### src/rtl/wdt_pin_pkg.sv
// Package: shared types for the watchdog/power-down pin controller.
// Assumes: the strap encoding is fixed by the board pull-up (1 = reset role).
package wdt_pin_pkg;

    // Role of the shared pin, decoded from the power-up strap.
    typedef enum logic {
        ROLE_PWRDN = 1'b0,
        ROLE_RESET = 1'b1
    } pin_role_e;

    // Minimum synchroniser depth used when guarding parameters.
    localparam int unsigned SYNC_MIN = 1;

endpackage

### src/rtl/wdt_period_ctr.sv
// Module: watchdog period counter.
// Counts edges on which run is high. Raises expire for one cycle when the
// TIMEOUT_CYC-th counted edge comes and the counter is armed. After it
// expires, it disarms itself and holds until the next kick.
// Assumes: kick takes priority over expiry on the same edge.
module wdt_period_ctr #(
    parameter int unsigned TIMEOUT_CYC = 1_000_000
) (
    input  logic clk,
    input  logic rst_n,
    input  logic kick,
    input  logic run,
    output logic expire
);
    localparam int unsigned CW = (TIMEOUT_CYC > 1) ? $clog2(TIMEOUT_CYC) : 1;
    localparam logic [CW-1:0] LAST = CW'(TIMEOUT_CYC - 1);

    logic [CW-1:0] count_q;
    logic          armed_q;

    // Timeout condition on this edge.
    assign expire = armed_q & run & ~kick & (count_q == LAST);

    // Count enabled edges; kick reloads and arms, expiry reloads and disarms.
    always_ff @(posedge clk) begin
        if (!rst_n) begin
            count_q <= '0;
            armed_q <= 1'b1;
        end else if (kick) begin
            count_q <= '0;
            armed_q <= 1'b1;
        end else if (expire) begin
            count_q <= '0;
            armed_q <= 1'b0;
        end else if (armed_q && run) begin
            count_q <= count_q + 1'b1;
        end
    end
endmodule

### src/rtl/wdt_pulse_gen.sv
// Module: fixed-length pulse generator.
// A start strobe makes active high for exactly PULSE_CYC cycles.
// Assumes: start is never raised while active is high (the caller gates it).
module wdt_pulse_gen #(
    parameter int unsigned PULSE_CYC = 57_272
) (
    input  logic clk,
    input  logic rst_n,
    input  logic start,
    output logic active
);
    localparam int unsigned PW = $clog2(PULSE_CYC + 1);
    localparam logic [PW-1:0] LEN = PW'(PULSE_CYC);

    logic [PW-1:0] left_q;

    // Pulse is on while cycles remain.
    assign active = (left_q != '0);

    // Load the length on start, then count down to zero.
    always_ff @(posedge clk) begin
        if (!rst_n) begin
            left_q <= '0;
        end else if (start) begin
            left_q <= LEN;
        end else if (active) begin
            left_q <= left_q - 1'b1;
        end
    end
endmodule

### src/rtl/wdt_pd_sync.sv
// Module: level synchroniser for the power-down pin sample.
// Passes din through STAGES flops, all of which reset to the released
// (high) level.
// Assumes: STAGES >= 1; the depth picks a single-flop or shift-chain variant.
module wdt_pd_sync #(
    parameter int unsigned STAGES = 2
) (
    input  logic clk,
    input  logic rst_n,
    input  logic din,
    output logic dout
);
    logic [STAGES-1:0] chain_q;

    generate
        if (STAGES == 1) begin : g_single
            // Single capture flop.
            always_ff @(posedge clk) begin
                if (!rst_n) chain_q <= 1'b1;
                else        chain_q <= din;
            end
        end else begin : g_chain
            // Shift the sample along the chain.
            always_ff @(posedge clk) begin
                if (!rst_n) chain_q <= '1;
                else        chain_q <= {chain_q[STAGES-2:0], din};
            end
        end
    endgenerate

    assign dout = chain_q[STAGES-1];
endmodule

### src/rtl/wdt_pin_ctrl.sv
// Module: watchdog reset / power-down pin controller (top).
// In the reset role, a watchdog timeout drives an open-drain low pulse of
// PULSE_CYC cycles onto the pin. In the power-down role, a synchronised
// low level on the pin raises clocks_stop.
// Assumes: strap_reset_role is static after reset; pin_in is asynchronous.
module wdt_pin_ctrl
    import wdt_pin_pkg::*;
#(
    parameter int unsigned TIMEOUT_CYC = 1_000_000,
    parameter int unsigned PULSE_CYC   = 57_272,
    parameter int unsigned SYNC_STAGES = 2
) (
    input  logic clk_ref,
    input  logic rst_n,
    input  logic wd_enable,
    input  logic wd_kick,
    input  logic strap_reset_role,
    input  logic pin_in,
    output logic pin_pull_low,
    output logic clocks_stop
);
    localparam int unsigned SYNC_N = (SYNC_STAGES < SYNC_MIN) ? SYNC_MIN : SYNC_STAGES;

    pin_role_e role;
    logic      pulse_on;
    logic      run;
    logic      expire;
    logic      pd_level;

    // Decode the strap into the pin role.
    assign role = pin_role_e'(strap_reset_role);

    // Count only in the reset role, when enabled, and outside a pulse.
    assign run = wd_enable & (role == ROLE_RESET) & ~pulse_on;

    wdt_period_ctr #(.TIMEOUT_CYC(TIMEOUT_CYC)) u_period (
        .clk    (clk_ref),
        .rst_n  (rst_n),
        .kick   (wd_kick),
        .run    (run),
        .expire (expire)
    );

    wdt_pulse_gen #(.PULSE_CYC(PULSE_CYC)) u_pulse (
        .clk    (clk_ref),
        .rst_n  (rst_n),
        .start  (expire),
        .active (pulse_on)
    );

    wdt_pd_sync #(.STAGES(SYNC_N)) u_sync (
        .clk   (clk_ref),
        .rst_n (rst_n),
        .din   (pin_in),
        .dout  (pd_level)
    );

    // Open-drain enable follows the pulse.
    assign pin_pull_low = pulse_on;

    // Stop request only when the pin is an input and is held low.
    assign clocks_stop = (role == ROLE_PWRDN) & ~pd_level;
endmodule

### config.mk
export PLATFORM = sky130hd
export DESIGN_NAME = wdt_pin_ctrl
export DESIGN_NICKNAME = d
export VERILOG_FILES = /design/src/rtl/wdt_pin_pkg.sv /design/src/rtl/wdt_period_ctr.sv /design/src/rtl/wdt_pulse_gen.sv /design/src/rtl/wdt_pd_sync.sv /design/src/rtl/wdt_pin_ctrl.sv
export SDC_FILE = /design/constraint.sdc
export NUM_CORES = 1
export LEC_CHECK = 0
export BUFFER_PORTS_ARGS = -buffer_cell sky130_fd_sc_hd__clkbuf_2
export CAP_MARGIN = 20
export CORE_ASPECT_RATIO = 1.1
export CORE_UTILIZATION = 35
export CTS_CLUSTER_DIAMETER = 50
export CTS_CLUSTER_SIZE = 25
export DETAILED_ROUTE_END_ITERATION = 6
export GPL_TIMING_DRIVEN = 0
export PLACE_DENSITY = 0.56
export SLEW_MARGIN = 20
export SYNTH_ARGS = -nofsm -noshare
export SYNTH_HDL_FRONTEND = slang
export SYNTH_SLANG_ARGS = --single-unit
### constraint.sdc
create_clock -name clk_ref -period 2.1 [get_ports clk_ref]
set_input_delay 0.21 -clock clk_ref [delete_from_list [all_inputs] [get_ports clk_ref]]
set_output_delay 0.21 -clock clk_ref [all_outputs]
set_load 0.01 [all_outputs]
Yosys cells after proc, flatten, opt, wreduce, memory -nomap -nowiden
Index checks and enable logic that the tools add are counted.
{"block": "totals", "ff_bits": 39, "inputBits": 6, "output_inout_bits": 2}
{"block": "classes", "add_sub_neg": 2, "eq_ne": 1, "muxes": 2, "bitwise_logic": 11, "n_reduce_logical": 6}
{"cell": "16-bit 2-to-1 mux", "count": 2}
{"cell": "20-bit by 1-bit adder with 20-bit output, second input constant", "count": 1}
{"cell": "20-bit equality test, second input constant", "count": 1}
{"cell": "16-bit nonzero test", "count": 1}
{"cell": "16-bit by 1-bit subtractor with 16-bit output, second input constant", "count": 1}
{"cell": "1-bit bitwise AND", "count": 6}
{"cell": "1-bit inverter", "count": 5}
{"cell": "2-bit OR reduction", "count": 2}
{"cell": "3-bit OR reduction", "count": 1}
{"cell": "2-bit nonzero test", "count": 1}
{"cell": "1-bit logical AND", "count": 1}

Depth between registers and ports, before layout
Gate-level depths: netlist of run 1.
{"block": "logic_depth", "word_depth": 7, "ltp_mapped": 9}

Cells and area by module
From an unflattened synthesis of run 1, not the netlist that was laid out.
{"block": "unflattened", "cells_unflattened": 216, "hier_area_um2": 1886.8}
{"mod": "wdt_period_ctr", "n_inst": 1, "cells_each": 113, "area_each_um2": 1009.7}
{"mod": "wdt_pulse_gen", "n_inst": 1, "cells_each": 97, "area_each_um2": 812.0}
{"mod": "wdt_pd_sync", "n_inst": 1, "cells_each": 4, "area_each_um2": 52.6}
{"mod": "wdt_pin_ctrl", "n_inst": 1, "cells_each": 2, "area_each_um2": 12.5}

Worst setup path before layout of run 1
No wires, ideal clock.
{"block": "synth_path", "kind": "reg2reg", "startpoint": "register u_pulse.left_q[3]", "endpoint": "register u_period.count_q[10]", "setup_time_ns": 0.117, "t_arrival_ns": 1.724, "required_ns": 1.983, "path_slack_ns": 0.259, "stages_incl_launch_ff": 7, "period_less_slack_ns": 1.841, "cell_sequence": "dfxtp_1 > nor4_4 > and4_4 > nand4_4 > o21bai_2 > buf_2 > nor2_1"}
{"block": "synth_between", "elab_chain_cells": 7, "elab_cells_between_ends": 8, "classes_between": "5 x bitwise; 3 x reduce/logical"}
{"element": "from (decl)", "line_no": "wdt_pulse_gen.sv:15", "rtl": "logic [PW-1:0] left_q;"}
{"element": "from (signal assigned)", "line_no": "wdt_pulse_gen.sv:27", "rtl": "left_q <= left_q - 1'b1;"}
{"element": "16-bit nonzero test *", "line_no": "wdt_pulse_gen.sv:18", "rtl": "assign active = (left_q != '0);"}
{"element": "1-bit inverter *", "line_no": "wdt_pin_ctrl.sv:34", "rtl": "assign run = wd_enable & (role == ROLE_RESET) & ~pulse_on;"}
{"element": "1-bit bitwise AND *", "line_no": "wdt_pin_ctrl.sv:34"}
{"element": "1-bit bitwise AND (3 in series)", "line_no": "wdt_period_ctr.sv:22", "rtl": "assign expire = armed_q & run & ~kick & (count_q == LAST);"}
{"element": "3-bit OR reduction (no line)"}
{"element": "to (signal assigned)", "line_no": "wdt_period_ctr.sv:36", "rtl": "count_q <= count_q + 1'b1;"}
{"element": "to (decl)", "line_no": "wdt_period_ctr.sv:18", "rtl": "logic [CW-1:0] count_q;"}
Every way passes the cells marked *; elsewhere a longest branch is shown, timed or not.
A chain may end at the register's enable or synchronous reset.

Worst setup path after layout of run 1
{"block": "layout_path", "startpoint": "register u_pulse.left_q[3]", "endpoint": "output pin_pull_low"}
{"block": "layout_between", "elab_chain_cells": 1}
{"element": "16-bit nonzero test", "line_no": "wdt_pulse_gen.sv:18"}
{"element": "to (decl)", "line_no": "wdt_pin_ctrl.sv:19", "rtl": "output logic pin_pull_low,"}
No other way between the ends.

==> flow_summary.rst, run 1 <==
.. list-table::
   :header-rows: 1

   * - Metric
     - Value
   * - Worst-path maximum fanout
     - 10
   * - Sort of element at the start of the critical path
     - flip-flop
   * - Inserted Diodes
     - 0
   * - Type of the most critical hold path
     - in -> reg
   * - Peak ir drop on the vdd network
     - 0.000871 V
   * - Final Slew Violations
     - 0
   * - Number of hold buffers added after cts
     - 0
   * - Depth of the CTS H-tree
     - 2
   * - Die Ht
     - 79.9 um
   * - Distinct cell type count of the synthesized netlist
     - 41
   * - Maximum clock rate
     - 488 MHz
   * - Share of synthesized area occupied by flip-flops and latches
     - 40.4%
   * - Smallest setup slack after layout
     - 0.0513 ns
   * - Setup repair after global routing missed its margin
     - true
   * - Crit path arrival time
     - 1.84 ns
   * - Critical Setup Path Class
     - reg -> out
   * - Post-Syn Area
     - 1930 um2
   * - Aggregate global routing overflow
     - 0
   * - Starting density of the core
     - 36.1%
   * - Slowest stage cell on the critical path
     - nor4_4
   * - Via count of the first global-routing pass
     - 1455
   * - DR iter-0 viols
     - 51
   * - Post-Place Worst Slack
     - -0.120 ns
   * - DRC violations left
     - 0
   * - Final estimated routing congestion in global placement
     - 0.785
   * - CP Cell Sequence
     - nor4_4, and4_1, buf_4, clkinvlp_4, clkbuf_2
   * - Critical path buffer and inverter count
     - 3
   * - Combined flip-flop and latch cell area
     - 782 um2
   * - Filler Cell Count
     - 525
   * - Static power due to leakage
     - 0.799 nW
   * - Non-Filler Instances
     - 326
   * - Final count of hold timing violations
     - 0
   * - Most instantiated flip-flop cell in the synthesis netlist
     - dfxtp_1
   * - Slew at the pin closest to its max-slew limit
     - 0.778 ns
   * - Area added between synthesis and finish
     - 20.6%
   * - Worst-case hold slack
     - 0.0917 ns
   * - Remaining number of nets flagged by the antenna check after routing
     - 0
   * - Die Outline Area
     - 5820 um2
   * - First-pass GRT wire length
     - 6.84 mm
   * - Total wirelength of the detailed-routed design
     - 4.28 mm
   * - Synthesized Nets
     - 229
   * - Total negative setup slack
     - 0 ns
   * - Average vias per placed instance
     - 5.09
   * - Pin count of the biggest net entering global routing
     - 12
   * - Area of the core region
     - 5360 um2
   * - Core Rows
     - 28
   * - Post-synth EDFFs
     - 0
   * - Power per unit of standard cell area
     - 1270 nW/um2
   * - GRT Total Usage
     - 15.3%
   * - Number of antenna violations at the first check in global routing
     - 0
   * - Cell count after placement
     - 303
   * - Final setup viols
     - 0
   * - Synthesized instance count
     - 221
   * - Yosys warning total
     - 0
   * - Detailed placement HPWL
     - 2.87 mm
   * - Number of buffers created by CTS
     - 5
   * - Post-CTS clock slew at the launch and capture registers of the worst setup and hold paths
     - 0.07 ns
   * - Crit. End Element
     - primary output
   * - Share of the clock period used by the worst path after layout
     - 97.6%
   * - Fin crit period
     - 2.05 ns
   * - Pre-Repair DR Iteration Count
     - 4
   * - Number of buffers on the longest clock path
     - 2
   * - Worst rel slew slack
     - 47.8%
   * - Area of combinational cells with multiple inputs
     - 1140 um2
   * - Number of vias after detailed routing
     - 1658
   * - Root buf cell
     - clkbuf_8
   * - Average size of a mapped cell
     - 8.75 um2
   * - NumNets Final
     - 258
   * - Die Width
     - 72.9 um
   * - Clk_skew
     - 0.0110 ns
   * - Critical path data required time
     - 1.89 ns
   * - Clock tree from TritonCTS
     - built
   * - Clock Sink Count
     - 39
   * - Largest stage delay, worst path
     - 0.43 ns
   * - Final routed wire length divided by cell count
     - 13.1 um
   * - Share of flip-flops with an asynchronous set or reset after synthesis
     - 0%
   * - Result of the run
     - finished, final reports clean
   * - Proportion of layout cells with a drive suffix above 1
     - 20.7%
   * - Number of maximum-capacitance violations
     - 0
   * - Most used cells in the layout excluding fill and tap cells
     - 38 x dfxtp_1, 19 x nor2_1, 16 x buf_4, 16 x a21oi_1, 14 x nand2_1
   * - Most common library cell in the layout ignoring fill and taps
     - dfxtp_1
   * - Clock Latency Late Sink
     - 0.29 ns
   * - Number of I/O port buffers
     - 7
   * - Family of cells with the greatest summed delay on the critical path
     - simple AND/OR/NAND/NOR gates
   * - Flop and latch count out of synthesis
     - 39
   * - Number of primary I/O pins
     - 8
-- synth_stat cells (all sizes together), types with 5 or more instances --
cell type / count / area share, %
inv: 9 / 1.7
xnor2: 12 / 5.4
or3: 9 / 3.2
nor3: 7 / 2.4
nand4: 9 / 4.0
nand2: 14 / 2.7
nand3: 10 / 2.6
buf: 5 / 1.9
o21ai: 13 / 3.4
dfxtp: 39 / 40
nor4: 10 / 4.8
and3: 7 / 2.3
nor2: 19 / 3.7
xor2: 8 / 3.6
a21oi: 16 / 4.1
nand2b: 6 / 1.9
-- final cells by class --
cell class	instances	share of cell area, %
buffer	6	2.15
clock buffer	7	3.27
clock inverter	1	0.215
inverter	9	1.61
multi-input combinational	167	48.8
sequential	39	33.5
tap	75	4.03
timing repair buffer	22	6.33
-- where the power goes --
| group | switching, mW | internal (mW) | total, mW |
|---|---|---|---|
| clock | 0.260 | 0.233 | 0.494 |
| sequential | 0.173 | 0.871 | 1.04 |
| combinational | 0.693 | 0.721 | 1.41 |
-- through the flow --
step	total power, mW	cell area, um2	util [%]
after floorplan	1.92	1930	-
after detailed placement	2.14	2060	38.5
after CTS	2.66	2160	40.2
after global placement	2.14	2060	38.5
after global routing	3.17	2330	43.5
final	2.95	2330	43.5
-- worst paths after layout --
check | endpoint | cells past startpoint | slack [ns] | start
setup / recovery | pin_pull_low | 5 | 0.05 | u_pulse.left_q[3]$_SDFFE_PN0P_
hold / removal | u_sync.chain_q[0]$_SDFF_PN1_ | 2 | 0.09 | pin_in
setup reg to reg | u_period.count_q[10]$_SDFFE_PP0P_ | 7 | 0.08 | u_pulse.left_q[3]$_SDFFE_PN0P_
hold reg to reg | u_sync.chain_q[1]$_SDFF_PN1_ | 1 | 0.41 | u_sync.chain_q[0]$_SDFF_PN1_
-- cell families (layout without fill, tap and decap cells) --
kind of cell	Yosys count	in the layout	share of synthesized area, %
AO/OA/AOI/OAI	36	36	10.2
XOR/XNOR	20	20	9.06
adder cells (fa/ha/maj)	2	2	1.29
buffers and inverters	15	45	3.88
flip-flops	39	39	40.4
multiplexers	1	1	0.518
AND/OR/NAND/NOR	108	108	34.6
-- sequential cells by signal (all words and copies together) (netlist names) --
name and cells:
u_period.count_q 20, u_pulse.left_q 16, u_sync.chain_q 2, u_period.armed_q 1
-- layer usage --
metal / global-route usage, % / vias up / share of wire (%)
met5: 0 / - / 0
met4: 6.47 / 0 / 1.6
met3: 3.79 / 6 / 2.6
met2: 23.2 / 25 / 46
met1: 20.6 / 771 / 50
li1: - / 856 / -
-- what timing repair did --
action | 4_1_cts | 5_1_grt
endpoints found under the setup margin | 11 | 25
cloned | 0 | 0
buffers inserted | 0 | 15
pin swaps | 1 | 5
resized for setup | 2 | 15
Note: power is estimated with default switching activity, not from simulation.
==> run 2: changes to the inputs <==
Settings changed: ABC_AREA from default to 1.
==> run 2 against run 1 <==
Effect of this change:
- cell count up 36%
- first-iteration DRC count up 7.8%
- combinational power up 6%
- largest power group unchanged
- highest routed layer unchanged
==> flow_summary.rst, run 2 <==
.. list-table::
   :header-rows: 1

   * - Metric
     - Value
   * - Slew at the pin closest to its max-slew limit
     - 0.512 ns
   * - Aggregate global routing overflow
     - 0
   * - Crit path arrival time
     - 2.07 ns
   * - Register with the most flip-flops
     - u_period.count_q
   * - Pin count of the biggest net entering global routing
     - 12
   * - Most instantiated flip-flop cell in the synthesis netlist
     - dfxtp_1
   * - Share of flip-flops with an asynchronous set or reset after synthesis
     - 0%
   * - Remaining number of nets flagged by the antenna check after routing
     - 0
   * - Most common library cell in the layout ignoring fill and taps
     - nand2_1
   * - Capture instance of the worst register-to-register path
     - u_pulse.left_q[9]$_SDFFE_PN0P_
   * - Clock Latency Late Sink
     - 0.29 ns
   * - Yosys top cell by area
     - dfxtp_1
   * - Post-CTS clock slew at the launch and capture registers of the worst setup and hold paths
     - 0.08 ns
   * - Number of buffers on the longest clock path
     - 2
   * - Total wirelength of the detailed-routed design
     - 5.38 mm
   * - Most used cells in the layout excluding fill and tap cells
     - 111 x nand2_1, 54 x nor2_1, 39 x dfxtp_1
   * - Finished Core Util
     - 40.5%
   * - Startpoint of the worst-slack reg-to-reg timing path
     - u_pulse.left_q[0]$_SDFFE_PP0P_
   * - Final count of hold timing violations
     - 0
   * - Depth of the CTS H-tree
     - 2
   * - Fraction of post-synthesis cell area in the top cell type by area
     - 33.5%
   * - Share of synthesized area occupied by flip-flops and latches
     - 33.5%
   * - Clk network pwr share
     - 17.3%
   * - Proportion of power drawn by combinational gates
     - 49.1%
   * - Final setup viols
     - 0
   * - Start point of the critical path
     - u_pulse.left_q[0]$_SDFFE_PP0P_
   * - Number of vias after detailed routing
     - 2132
   * - Synthesized instance count
     - 349
   * - Type of the most critical hold path
     - in -> reg
   * - Die Outline Area
     - 7000 um2
   * - Proportion of layout cells with a drive suffix above 1
     - 13.2%
   * - Area added between synthesis and finish
     - 9.54%
   * - Number of antenna violations at the first check in global routing
     - 0
   * - Post-Syn Area
     - 2330 um2
   * - Clock Sink Count
     - 39
   * - Flip-flop count of the largest register after layout
     - 20
   * - Root buf cell
     - clkbuf_8
   * - Final Slew Violations
     - 0
   * - Average vias per placed instance
     - 4.81
   * - Power per unit of standard cell area
     - 1200 nW/um2
   * - Fin crit period
     - 1.84 ns
   * - Number of maximum-capacitance violations
     - 0
   * - Clock tree from TritonCTS
     - built
   * - GRT Total Usage
     - 17.2%
   * - Share of the clock period used by the worst path after layout
     - 87.8%
   * - Ranking of synthesized cells by area
     - dfxtp_1 33%, nand2_1 18%, nor2_1 8.7%, nand3_1 6.0%, a21oi_1 3.9%
   * - Synthesized Nets
     - 357
   * - Worst rel slew slack
     - 65.9%
   * - Die Width
     - 79.9 um
   * - Inserted Diodes
     - 0
   * - Number of hold buffers added after cts
     - 0
   * - Post-synth EDFFs
     - 0
   * - Crit. End Element
     - flip-flop
   * - Internal Pwr Total
     - 1.72 mW
   * - Critical Setup Path Class
     - reg -> reg
   * - Yosys warning total
     - 0
   * - Result of the run
     - finished, final reports clean
   * - Critical path data required time
     - 2.32 ns
   * - Distinct cell type count of the synthesized netlist
     - 31
   * - Detailed placement HPWL
     - 4.14 mm
   * - Logic depth of the worst register-to-register path
     - 8
   * - Worst Setup EP
     - u_pulse.left_q[9]$_SDFFE_PN0P_
   * - Number of buffers created by CTS
     - 5
   * - Starting density of the core
     - 37.0%
   * - Cell with the most instances after synthesis
     - nand2_1
   * - Sort of element at the start of the critical path
     - flip-flop
   * - Peak ir drop on the vdd network
     - 0.000606 V
   * - Worst-case hold slack
     - 0.102 ns
   * - Largest regs
     - u_period.count_q: 20 flops, u_pulse.left_q: 16 flops, u_sync.chain_q: 2 flops
   * - Clk_skew
     - 0.00818 ns
   * - Setup repair after global routing missed its margin
     - false
   * - Count of buffers added by post-CTS timing repair for setup
     - 0
   * - Flop and latch count out of synthesis
     - 39
   * - Die Ht
     - 87.6 um
   * - Post-cts repair resize count
     - 0
   * - Cell count after placement
     - 436
   * - Via count of the first global-routing pass
     - 2022
   * - First-pass GRT wire length
     - 9.32 mm
   * - Total negative setup slack
     - 0 ns
   * - DR iter-0 viols
     - 55
   * - Number of I/O port buffers
     - 7
   * - DRC violations left
     - 0
   * - Leading cell types by count after synthesis
     - 111 x nand2_1, 54 x nor2_1, 39 x dfxtp_1, 28 x nand3_1, 21 x inv_1
   * - Share of total power consumed by net switching
     - 43.7%
   * - Non-Filler Instances
     - 443
   * - Static power due to leakage
     - 0.981 nW
   * - Area of the core region
     - 6310 um2
   * - Average size of a mapped cell
     - 6.69 um2
   * - Worst-path maximum fanout
     - 10
   * - Core Rows
     - 30
   * - Psw
     - 1.34 mW
   * - Final routed wire length divided by cell count
     - 12.1 um
   * - NumNets Final
     - 371
   * - Worst reg-to-reg setup slack
     - 0.26 ns
   * - Sequential fraction of design power
     - 33.6%
   * - Number of primary I/O pins
     - 8
   * - Final estimated routing congestion in global placement
     - 0.927
   * - Pre-Repair DR Iteration Count
     - 4
   * - Maximum clock rate
     - 542 MHz
run 2: cell types whose count changed in the layout (fill, tap and decap cells not counted), moves of 6 or more:
cell / change
or3_1: -8
buf_4: -16
nand2_1: +97
o21ai_0: -11
a21oi_2: +10
nor2_1: +35
xnor2_1: -6
nand3_1: +18
and3_1: -7
inv_1: +13
nand2b_1: -6
run 2: layer usage:
| metal | share of wire [%] | routed length (um) | up-vias | track usage, % |
|---|---|---|---|---|
| met1 | 48 | 2560 | 949 | 20.3 |
| met5 | 0 | 0 | - | 0 |
| met4 | 1.6 | 88 | 0 | 6.49 |
| li1 | - | - | 1154 | - |
| met3 | 2.0 | 105 | 9 | 3.23 |
| met2 | 49 | 2630 | 20 | 30.8 |
run 2: area by class of cell:
class / count / area (um2)
Clock inverter: 1 / 5.00
Clock buffer: 6 / 82.6
Multi-Input combinational cell: 280 / 1410
Sequential cell: 39 / 781
Fill cell: 703 / 3750
Buffer: 7 / 56.3
Timing Repair Buffer: 7 / 35.0
Inverter: 23 / 86.3
Tap cell: 80 / 100
run 2: worst min-delay path by stage:
stage	depth (start not counted)	startpoint	slack, ns	endpoint
final	2	pin_in	0.10	u_sync.chain_q[0]$_SDFF_PN1_
after detailed placement	2	pin_in	0.40	u_sync.chain_q[0]$_SDFF_PN1_
after floorplan	1	rst_n	0.29	u_period.armed_q$_SDFFE_PP1P_
after global routing	2	pin_in	0.09	u_sync.chain_q[0]$_SDFF_PN1_
after global placement	1	u_sync.chain_q[0]$_SDFF_PN1_	0.40	u_sync.chain_q[1]$_SDFF_PN1_
after CTS	2	pin_in	0.09	u_sync.chain_q[0]$_SDFF_PN1_
run 2: per-stage QoR:
step | setup slack, ns | total power, mW | instance area [um2]
4_1_cts | 0.170 | 3.09 | 2560
2_1_floorplan | 0.512 | 2.26 | 2330
3_3_place_gp | 0.220 | 2.53 | 2470
6_report | 0.255 | 3.06 | 2560
3_5_place_dp | 0.185 | 2.55 | 2470
5_1_grt | 0.0356 | 3.33 | 2560
run 2: power groups by stage:
stage | Clock [mW] | Sequential [mW] | Combinational, mW
6_report | 0.529 | 1.03 | 1.50
5_1_grt | 0.581 | 1.05 | 1.70
4_1_cts | 0.550 | 1.02 | 1.52
3_5_place_dp | 0 | 1.04 | 1.51
3_3_place_gp | 0 | 1.04 | 1.49
2_1_floorplan | 0 | 1.00 | 1.25
run 2: cells by family (layout without fill, tap and decap cells):
family,after synthesis,after routing,synth area share [%]
and+or+nand+nor,231,231,45.3
DFF,39,39,33.5
AOI/OAI and AO/OA,37,37,10.3
buffers and inverters,30,44,6.11
xor gates and xnor gates,10,10,3.75
adders and majority gates,2,2,1.07
run 2: critical path: stages (launching register included):
cell and delay (ns):
dfxtp_1 0.36, inv_1 0.10, ha_1 0.26, nand2_2 0.15, nor2_2 0.08, nand2_1 0.13
clkbuf_1 0.40, nand3_1 0.13, a21oi_1 0.15
==> run 3: changes to the inputs <==
Clock period 2.1 ns to 1.8 ns, I/O delays scaled along.
==> run 3 against run 2 <==
Effect of this change:
- via count increased by 1.0%
- clock power grew 17%
- largest cell class unchanged
- power rose by 20%
==> flow_summary.rst, run 3 (synthesized netlist as in run 2, its figures left out) <==
.. list-table::
   :header-rows: 1

   * - Metric
     - Value
   * - Final setup viols
     - 0
   * - Inserted Diodes
     - 0
   * - Depth of the CTS H-tree
     - 2
   * - Critical Setup Path Class
     - reg -> reg
   * - GRT Total Usage
     - 17.3%
   * - Start point of the critical path
     - u_pulse.left_q[0]$_SDFFE_PP0P_
   * - NumNets Final
     - 376
   * - Flip-flop count of the largest register after layout
     - 20
   * - Type of the most critical hold path
     - in -> reg
   * - Result of the run
     - finished, final reports clean
   * - Starting density of the core
     - 37.0%
   * - Final routed wire length divided by cell count
     - 12.3 um
   * - Final Slew Violations
     - 0
   * - Die Width
     - 79.9 um
   * - Number of primary I/O pins
     - 8
   * - DR iter-0 viols
     - 54
   * - Total wirelength of the detailed-routed design
     - 5.49 mm
   * - Final estimated routing congestion in global placement
     - 0.927
   * - Power per unit of standard cell area
     - 1390 nW/um2
   * - First-pass GRT wire length
     - 9.40 mm
   * - Number of buffers created by CTS
     - 5
   * - Aggregate global routing overflow
     - 0
   * - Final count of hold timing violations
     - 0
   * - Number of antenna violations at the first check in global routing
     - 0
   * - Critical path data required time
     - 1.99 ns
   * - Number of maximum-capacitance violations
     - 0
   * - Post-CTS clock slew at the launch and capture registers of the worst setup and hold paths
     - 0.08 ns
   * - Setup repair after global routing missed its margin
     - false
   * - Total power draw
     - 3.67 mW
   * - Most used cells in the layout excluding fill and tap cells
     - 111 x nand2_1, 54 x nor2_1, 39 x dfxtp_1
   * - Pre-Repair DR Iteration Count
     - 4
   * - Remaining number of nets flagged by the antenna check after routing
     - 0
   * - Peak ir drop on the vdd network
     - 0.000707 V
   * - Cell area after layout
     - 2640 um2
   * - Number of hold buffers added after cts
     - 0
   * - Share of the clock period used by the worst path after layout
     - 91.0%
   * - Pin count of the biggest net entering global routing
     - 12
   * - Area added between synthesis and finish
     - 13.1%
   * - Clock tree from TritonCTS
     - built
   * - Die Outline Area
     - 7000 um2
   * - Area of the core region
     - 6310 um2
   * - Worst rel slew slack
     - 66.7%
   * - Startpoint of the worst-slack reg-to-reg timing path
     - u_pulse.left_q[0]$_SDFFE_PP0P_
   * - Post-Place Worst Slack
     - -0.115 ns
   * - Largest regs
     - u_period.count_q: 20 flops, u_pulse.left_q: 16 flops, u_sync.chain_q: 2 flops
   * - Number of buffers on the longest clock path
     - 2
   * - Proportion of layout cells with a drive suffix above 1
     - 15.8%
   * - DRC violations left
     - 0
   * - Clock Latency Late Sink
     - 0.30 ns
   * - Number of I/O port buffers
     - 7
   * - Placed standard-cell area
     - 2470 um2
   * - Worst hold path startpoint
     - pin_in
   * - Core Rows
     - 30
   * - Via count of the first global-routing pass
     - 2050
   * - Static power due to leakage
     - 1.03 nW
   * - Fin crit period
     - 1.64 ns
   * - Sort of element at the start of the critical path
     - flip-flop
   * - Smallest setup slack after layout
     - 0.163 ns
   * - Worst-path maximum fanout
     - 6
   * - Detailed placement HPWL
     - 4.14 mm
   * - Crit. End Element
     - flip-flop
   * - Crit path arrival time
     - 1.83 ns
   * - Maximum clock rate
     - 611 MHz
   * - Root buf cell
     - clkbuf_8
   * - Clock Sink Count
     - 39
   * - Most common library cell in the layout ignoring fill and taps
     - nand2_1
   * - Number of vias after detailed routing
     - 2154
   * - Die Ht
     - 87.6 um
   * - Register with the most flip-flops
     - u_period.count_q
   * - Slew at the pin closest to its max-slew limit
     - 0.500 ns
   * - Clk_skew
     - 0.00870 ns
   * - Average vias per placed instance
     - 4.81
[run 3: cell type report]
type | instances | area [um2]
fill | 697 | 3670
clock inverter | 1 | 5.00
clock buffer | 6 | 82.6
multi-input combinational | 280 | 1450
timing repair buffer | 12 | 72.6
buffer | 7 | 62.6
tap | 80 | 100
inverter | 23 | 86.3
sequential | 39 | 781
[run 3: worst paths after layout]
path	cells after the start	slack [ns]	to
worst max register to register	9	0.16	u_pulse.left_q[13]$_SDFFE_PP0P_
worst min-delay path	2	0.07	u_sync.chain_q[0]$_SDFF_PN1_
worst max-delay path	9	0.16	u_pulse.left_q[13]$_SDFFE_PP0P_
worst min register to register	1	0.42	u_sync.chain_q[1]$_SDFF_PN1_
[run 3: power breakdown]
group / internal (mW) / switching [mW] / total [mW]
clock network: 0.301 / 0.320 / 0.621
logic: 0.724 / 1.13 / 1.85
registers: 1.03 / 0.169 / 1.20
total: 2.06 / 1.61 / 3.67
[run 3: timing repair]
item	in CTS	in global routing
pin swaps	0	4
gates resized for setup	5	7
setup endpoints to repair	33	33
buffers inserted	0	5
[run 3: stage by stage]
step           setup TNS [ns]  instances  util [%]  hold WS (ns)
2_1_floorplan               0        349         -         0.265
6_report                    0        448      41.8        0.0716
3_5_place_dp            -1.02        436      39.1         0.371
5_1_grt                     0        448      41.8        0.0593
4_1_cts                     0        443      40.8        0.0650
3_3_place_gp           -0.699        436      39.1         0.366
[run 3: worst max-delay path, cell delays in order (launching register included)]
cell and delay [ns]:
dfxtp_1 0.34, inv_2 0.11, ha_4 0.17, nand2_4 0.08
nor2_4 0.13, nand2_4 0.10, nor2_8 0.16, nand3_4 0.12
nand2_1 0.24, nor2_1 0.08
[run 3: layer usage]
metal  wire length [um]  vias up  share of wire [%]  global-route usage, %
li1                   -     1159                  -                      -
met1               2570      962                 47                   20.3
met2               2680       24                 49                   31.0
met3                150        9                2.7                   3.23
met4                 87        0                1.6                   6.98
met5                  0        -                  0                      0
